--- src/rtl/ipi_pkg.sv ---
package ipi_pkg;
  localparam int DATA_W   = 32;
  localparam int PEND_LSB = 8;
  localparam logic [DATA_W-1:0] BERR_CLR_CODE = 32'h0000_0080;

  typedef enum logic [1:0] {
    SEL_NONE   = 2'd0,
    SEL_STATUS = 2'd1,
    SEL_BELL   = 2'd2,
    SEL_MASK   = 2'd3
  } sel_kind_e;
endpackage

--- src/rtl/ipi_addr_dec.sv ---
module ipi_addr_dec
  import ipi_pkg::*;
#(
  parameter int NODES  = 4,
  parameter int ADDR_W = 8,
  parameter int IDX_W  = 2
) (
  input  logic [ADDR_W-1:0] addr,
  output sel_kind_e         kind,
  output logic [IDX_W-1:0]  idx
);
  localparam int WORD_W = ADDR_W - 2;

  logic [WORD_W-1:0] word;
  assign word = addr[ADDR_W-1:2];

  always_comb begin
    kind = SEL_NONE;
    idx  = '0;
    if (addr[1:0] == 2'b00) begin
      if (word == '0) begin
        kind = SEL_STATUS;
      end else if (int'(word) <= NODES) begin
        kind = SEL_BELL;
        idx  = IDX_W'(int'(word) - 1);
      end else if (int'(word) == NODES + 1) begin
        kind = SEL_MASK;
      end
    end
  end
endmodule

--- src/rtl/ipi_node_flags.sv ---
module ipi_node_flags #(
  parameter int NODES = 4,
  parameter int IDX_W = 2
) (
  input  logic             clk,
  input  logic             rst,
  input  logic             wr_bell,
  input  logic [IDX_W-1:0] idx,
  input  logic             bit0,
  output logic [NODES-1:0] flags
);
  for (genvar n = 0; n < NODES; n++) begin : g_bell
    always_ff @(posedge clk) begin
      if (rst) begin
        flags[n] <= 1'b0;
      end else if (wr_bell && (int'(idx) == n)) begin
        flags[n] <= bit0;
      end
    end
  end
endmodule

--- src/rtl/ipi_berr_sticky.sv ---
module ipi_berr_sticky #(
  parameter int NODES = 4
) (
  input  logic             clk,
  input  logic             rst,
  input  logic [NODES-1:0] evt,
  input  logic             clr,
  output logic [NODES-1:0] q
);
  logic [NODES-1:0] keep;
  assign keep = clr ? '0 : q;

  always_ff @(posedge clk) begin
    if (rst) q <= '0;
    else     q <= keep | evt;
  end
endmodule

--- src/rtl/ipi_irq_merge.sv ---
module ipi_irq_merge #(
  parameter int NODES = 4
) (
  input  logic             clk,
  input  logic             rst,
  input  logic [NODES-1:0] flags,
  input  logic [NODES-1:0] enables,
  input  logic             bridge_irq,
  output logic [NODES-1:0] node_irq
);
  logic [NODES-1:0] gated;
  assign gated = enables & {NODES{bridge_irq}};

  always_ff @(posedge clk) begin
    if (rst) node_irq <= '0;
    else     node_irq <= flags | gated;
  end
endmodule

--- src/rtl/ipi_regfile.sv ---
module ipi_regfile
  import ipi_pkg::*;
#(
  parameter int NODES  = 4,
  parameter int ADDR_W = 8
) (
  input  logic              clk,
  input  logic              rst,
  input  logic              wr_en,
  input  logic              rd_en,
  input  logic [ADDR_W-1:0] addr,
  input  logic [DATA_W-1:0] wdata,
  output logic [DATA_W-1:0] rdata,
  input  logic [NODES-1:0]  berr_evt,
  input  logic              bridge_irq,
  output logic [NODES-1:0]  node_irq
);
  localparam int IDX_W = (NODES > 1) ? $clog2(NODES) : 1;

  sel_kind_e        kind;
  logic [IDX_W-1:0] idx;
  logic [NODES-1:0] ipi_q;
  logic [NODES-1:0] berr_q;
  logic [NODES-1:0] mask_q;
  logic             berr_clr;
  logic [DATA_W-1:0] status_word;
  logic [DATA_W-1:0] rd_next;

  ipi_addr_dec #(.NODES(NODES), .ADDR_W(ADDR_W), .IDX_W(IDX_W)) u_dec (
    .addr (addr),
    .kind (kind),
    .idx  (idx)
  );

  ipi_node_flags #(.NODES(NODES), .IDX_W(IDX_W)) u_flags (
    .clk     (clk),
    .rst     (rst),
    .wr_bell (wr_en && (kind == SEL_BELL)),
    .idx     (idx),
    .bit0    (wdata[0]),
    .flags   (ipi_q)
  );

  assign berr_clr = wr_en && (kind == SEL_STATUS) && (wdata == BERR_CLR_CODE);

  ipi_berr_sticky #(.NODES(NODES)) u_berr (
    .clk (clk),
    .rst (rst),
    .evt (berr_evt),
    .clr (berr_clr),
    .q   (berr_q)
  );

  always_ff @(posedge clk) begin
    if (rst) mask_q <= '0;
    else if (wr_en && (kind == SEL_MASK)) mask_q <= wdata[NODES-1:0];
  end

  ipi_irq_merge #(.NODES(NODES)) u_irq (
    .clk        (clk),
    .rst        (rst),
    .flags      (ipi_q),
    .enables    (mask_q),
    .bridge_irq (bridge_irq),
    .node_irq   (node_irq)
  );

  always_comb begin
    status_word = '0;
    status_word[NODES-1:0] = berr_q;
    status_word[PEND_LSB +: NODES] = ipi_q;
  end

  always_comb begin
    rd_next = '0;
    case (kind)
      SEL_STATUS: rd_next = status_word;
      SEL_BELL:   rd_next[0] = ipi_q[idx];
      SEL_MASK:   rd_next[NODES-1:0] = mask_q;
      default:    rd_next = '0;
    endcase
  end

  always_ff @(posedge clk) begin
    if (rst)        rdata <= '0;
    else if (rd_en) rdata <= rd_next;
  end
endmodule

--- config.mk ---
export PLATFORM = sky130hd
export DESIGN_NAME = ipi_regfile
export DESIGN_NICKNAME = d
export VERILOG_FILES = /design/src/rtl/ipi_pkg.sv /design/src/rtl/ipi_addr_dec.sv /design/src/rtl/ipi_node_flags.sv /design/src/rtl/ipi_berr_sticky.sv /design/src/rtl/ipi_irq_merge.sv /design/src/rtl/ipi_regfile.sv
export SDC_FILE = /design/constraint.sdc
export NUM_CORES = 1
export LEC_CHECK = 0
export ABC_AREA = 1
export BUFFER_PORTS_ARGS = -buffer_cell sky130_fd_sc_hd__buf_2
export CELL_PAD_IN_SITES_DETAIL_PLACEMENT = 0
export CELL_PAD_IN_SITES_GLOBAL_PLACEMENT = 1
export CORE_MARGIN = 5
export CORE_UTILIZATION = 29
export DETAILED_ROUTE_END_ITERATION = 10
export PLACE_DENSITY = 0.76
export SLEW_MARGIN = 20
export SYNTH_ARGS = -nofsm -noshare
export SYNTH_HDL_FRONTEND = slang
export SYNTH_SLANG_ARGS = --single-unit
--- constraint.sdc ---
create_clock -name clk -period 1.7 [get_ports clk]
set_input_delay 0.425 -clock clk [delete_from_list [all_inputs] [get_ports clk]]
set_output_delay 0.425 -clock clk [all_outputs]
set_load 0.01 [all_outputs]
==> summary.md <==
| Metric | Value |
|---|---|
| Placer's final routability congestion estimate | `around 0.8` |
| Aggregate negative setup slack | `0 ps` |
| R2r setup slk | `630 ps` |
| Class of the most critical setup path | `in -> reg` |
| Clock tree root buffer cell | `sky130_fd_sc_hd__clkbuf_8` |
| Average wire per cell in the routed design | `10.7 um` |
| Switching power | `291 uW` |
| Part of the total power dissipated in combinational logic | `0.153` |
| Via count | `between 1000 and 1500` |
| Nature of the critical path startpoint | `input port` |
| Post-Synthesis Mean Instance Area | `about 7.3 um^2` |
| Worst hold endpoint | `u_berr.q[2]$_SDFF_PP0_` |
| Post-route non-filler standard cell count | `326` |
| Part of the Yosys area used for sequential elements | `0.340` |
| Number of core rows | `25` |
| Class of the worst hold path | `in -> reg` |
| Number of sinks handled by clock tree synthesis | `24` |
| Die width | `roughly 80 um` |
| Static leakage | `0.000889 uW` |
| Total number of nets in the final design | `slightly above 300` |
| Maximum ir drop on the vdd rail | `0.000302 V` |
| Instance count along the most critical hold path | `3` |
| Arrival time reported for the critical path endpoint | `between 1500 and 2000 ps` |
| Int Pwr | `around 860 uW` |
| Number of H-tree branching levels | `1` |
| Cts bufs inserted | `3` |
| Status | `completed` |
| Kind of capture point of the worst setup path | `register` |
| Highest signal layer in the routed design | `met4` |
| Final Max Tran Viols | `0` |
| Post-cts hold buffer count | `0` |
| Iteration-0 DRC Markers | `47` |
| Chip height | `79.8 um` |
| Fill cell total of the finished layout | `roughly 520` |
| Number of post-CTS setup repair buffers | `0` |
| Clock edge transition at the registers on the reported setup and hold paths | `~80 ps` |
| Ports | `85` |
| Setup repair after global routing missed its margin | `false` |
| Die area | `6370 um^2` |
| #FFs+latches synth | `24` |
| Power share of the clock group | `0.337` |
| Number of global-route vias before repair | `~1200` |
| Number of antenna violations at the first check in global routing | `0` |
| Power share of the sequential group | `0.511` |
| PortBufs | `60` |
| Ratio of cells with drive above 1 in the final layout | `0.347` |
| Post-detailed-routing wire length | `3500 um` |
| Launch instance of the worst register-to-register path | `u_flags.flags[3]$_SDFFE_PP0P_` |
| Total area of sequential cells | `a little under 500 um^2` |
| CTS tree | `built` |
| Wire length of the first global-routing pass | `5230 um` |
| Number of distinct library cells after synthesis | `29` |
| Global routing usage summed across all routing layers | `0.102` |
| Fmax | `~660 MHz` |
| Summed instance area of the synthesized netlist | `between 1000 and 1500 um^2` |
| Largest buffer count on any clock path | `2` |
| Core region area | `4720 um^2` |
| Length of routed met2 wiring | `1630 um` |
| CP Data Required Time | `approximately 1900 ps` |
| RR Endpoint | `rdata[0]$_SDFFE_PP0P_` |
| Starting Density | `0.299` |
| Final setup viols | `0` |
| Met1 wire length | `between 1500 and 2000 um` |
| Area added between synthesis and finish | `26.3%` |
| Residual DRC | `0` |
| Cells on worst reg2reg path | `8` |
| Antenna-violating nets left | `0` |
| Vias per std cell | `~4.1` |
| Worst Setup Slack post-DPL | `-122 ps` |
| Total met3 wirelength after detailed routing | `roughly 300 um` |
| Gates resized, CTS repair | `0` |
| Latest clock arrival within the worst-skew pair | `roughly 270 ps` |
| Worst-case clock skew | `between 3 and 4 ps` |
| Final worst-path cycle share | `0.891` |
| Overflow left after global routing | `0` |
| Count of mapped cells out of synthesis | `between 150 and 200` |
| Switching part of the total power | `0.253` |
| Source of the worst hold timing path | `berr_evt[2]` |
| Largest net degree at the start of global routing | `15` |
| Final hold slack | `358 ps` |
| Half-perimeter wire length after placement | `between 2000 and 3000 um` |
| Final hold vios | `0` |
| Count of antenna diodes in the layout | `0` |
| Combined area of the multi-input logic cells | `727 um^2` |
| Final WS setup | `between 150 and 200 ps` |
| Cell count after placement | `roughly 320` |
| Power density relative to cell area | `between 600 and 700 nW/um^2` |
| Number of warnings printed during yosys synthesis | `0` |
| First-pass detailed-route iteration total | `4` |
| Count of max-cap constraint violations | `0` |
| Worst-path maximum fanout | `6` |
| Crit path time final | `approximately 1500 ps` |
[layout make-up]
| class | instances | area share |
|---|---|---|
| sequential | 24 | 0.269 |
| tap | 67 | 0.0470 |
| timing repair buffer | 66 | 0.193 |
| clock buffer | 4 | 0.0308 |
| inverter | 25 | 0.0526 |
| multi-input combinational | 140 | 0.407 |
[cell families after synthesis]
logic type               share of synthesized area
buffers and inverters                        0.207
other                                      0.00265
AO/OA/AOI/OAI                                0.146
flip-flops                                   0.340
AND/OR/NAND/NOR                              0.287
adder cells (fa/ha/maj)                     0.0177
[layout by cell type (no fill, tap or decap), types with 2 or more instances in the layout]
master                     synthesis  routed
sky130_fd_sc_hd__a21oi_1          22      22
sky130_fd_sc_hd__buf_2             0      60
sky130_fd_sc_hd__buf_4            24       6
sky130_fd_sc_hd__clkbuf_8          0       4
sky130_fd_sc_hd__conb_1            1      24
sky130_fd_sc_hd__dfxtp_1          24      24
sky130_fd_sc_hd__ha_1              2       2
sky130_fd_sc_hd__inv_1            20      20
sky130_fd_sc_hd__inv_2             4       4
sky130_fd_sc_hd__nand2_1          23      23
sky130_fd_sc_hd__nand2_2           3       3
sky130_fd_sc_hd__nand3_2           3       3
sky130_fd_sc_hd__nand4_1           4       4
sky130_fd_sc_hd__nand4_2           2       2
sky130_fd_sc_hd__nor2_1           22      22
sky130_fd_sc_hd__nor2_2            2       2
sky130_fd_sc_hd__nor2_4            2       2
sky130_fd_sc_hd__nor3_2            2       2
sky130_fd_sc_hd__nor4_1            7       7
sky130_fd_sc_hd__o21ai_0          10      10
sky130_fd_sc_hd__o21ai_1           6       6
[sequential cells by signal (all words and copies together), names as in the netlist]
| name | cells |
|---|---|
| mask_q | 4 |
| rdata | 8 |
| u_flags.flags | 4 |
| u_berr.q | 4 |
| u_irq.node_irq | 4 |
[power groups by stage]
stage	sequential, uW	clock, uW	combinational [uW]
after detailed placement	599	0	175
after global placement	599	0	175
after CTS	585	400	175
after floorplan	601	0	129
final	585	386	175
after global routing	588	421	198
[worst max-delay path by stage]
stage               startpoint                      to  slack, ps  depth (start not counted)
CTS                    addr[2]  mask_q[3]$_SDFFE_PP0P_        170                         11
global placement       addr[2]   rdata[2]$_SDFFE_PP0P_       -100                         11
global route           addr[2]   rdata[2]$_SDFFE_PP0P_         40                         11
finish                 addr[2]  mask_q[3]$_SDFFE_PP0P_        190                         11
detailed placement     addr[2]  mask_q[3]$_SDFFE_PP0P_       -120                         11
floorplan              addr[2]  mask_q[1]$_SDFFE_PP0P_        100                         10
[critical path, cell delays in order]
cell and delay (ps):
sky130_fd_sc_hd__buf_2 90, sky130_fd_sc_hd__inv_1 40, sky130_fd_sc_hd__ha_1 250, sky130_fd_sc_hd__nor2_4 170
sky130_fd_sc_hd__nor2_8 70, sky130_fd_sc_hd__inv_2 50, sky130_fd_sc_hd__nand4_2 150, sky130_fd_sc_hd__nor2_2 180
sky130_fd_sc_hd__inv_2 80, sky130_fd_sc_hd__o21ai_1 120, sky130_fd_sc_hd__a21oi_1 50
[routing by layer]
metal,vias up,track usage
li1,711,-
met3,2,0.0248
met2,53,0.173
met5,-,0
met4,0,0.0203
met1,582,0.130
[cell usage after synthesis]
| library cell | instances | area [um^2] |
|---|---|---|
| sky130_fd_sc_hd__nor2_2 | 2 | 12.5 |
| sky130_fd_sc_hd__inv_1 | 20 | 75.1 |
| sky130_fd_sc_hd__nand2_1 | 23 | 86.3 |
| sky130_fd_sc_hd__nand2_2 | 3 | 18.8 |
| sky130_fd_sc_hd__nor2_8 | 1 | 20.0 |
| sky130_fd_sc_hd__nor2_4 | 2 | 22.5 |
| sky130_fd_sc_hd__conb_1 | 1 | 3.75 |
| sky130_fd_sc_hd__ha_1 | 2 | 25.0 |
| sky130_fd_sc_hd__o21ai_0 | 10 | 50.1 |
| sky130_fd_sc_hd__a21oi_2 | 1 | 8.76 |
| sky130_fd_sc_hd__nand3_1 | 1 | 5.00 |
| sky130_fd_sc_hd__nand4_1 | 4 | 25.0 |
| sky130_fd_sc_hd__dfxtp_1 | 24 | 480 |
| sky130_fd_sc_hd__nor2_1 | 22 | 82.6 |
| sky130_fd_sc_hd__nand3_2 | 3 | 30.0 |
| sky130_fd_sc_hd__nand4_2 | 2 | 25.0 |
| sky130_fd_sc_hd__o21a_1 | 1 | 7.51 |
| sky130_fd_sc_hd__nor3_2 | 2 | 20.0 |
| sky130_fd_sc_hd__inv_2 | 4 | 15.0 |
| sky130_fd_sc_hd__buf_6 | 1 | 11.3 |
| sky130_fd_sc_hd__clkbuf_1 | 1 | 3.75 |
| sky130_fd_sc_hd__nor4_1 | 7 | 43.8 |
| sky130_fd_sc_hd__buf_4 | 24 | 180 |
| sky130_fd_sc_hd__o21ai_1 | 6 | 30.0 |
| sky130_fd_sc_hd__a21oi_1 | 22 | 110 |
| sky130_fd_sc_hd__clkinv_1 | 1 | 3.75 |
| sky130_fd_sc_hd__nor3b_1 | 1 | 7.51 |
| sky130_fd_sc_hd__buf_1 | 1 | 3.75 |
| sky130_fd_sc_hd__and3_1 | 1 | 6.26 |
[stage by stage]
stage / area, um^2 / util / power (uW)
2_1_floorplan: 1500 / - / 730
3_3_place_gp: 1730 / 0.366 / 773
3_5_place_dp: 1730 / 0.366 / 773
4_1_cts: 1790 / 0.378 / 1160
5_1_grt: 1790 / 0.378 / 1210
6_report: 1790 / 0.378 / 1150
No activity file was read; power rests on OpenSTA's default activity.
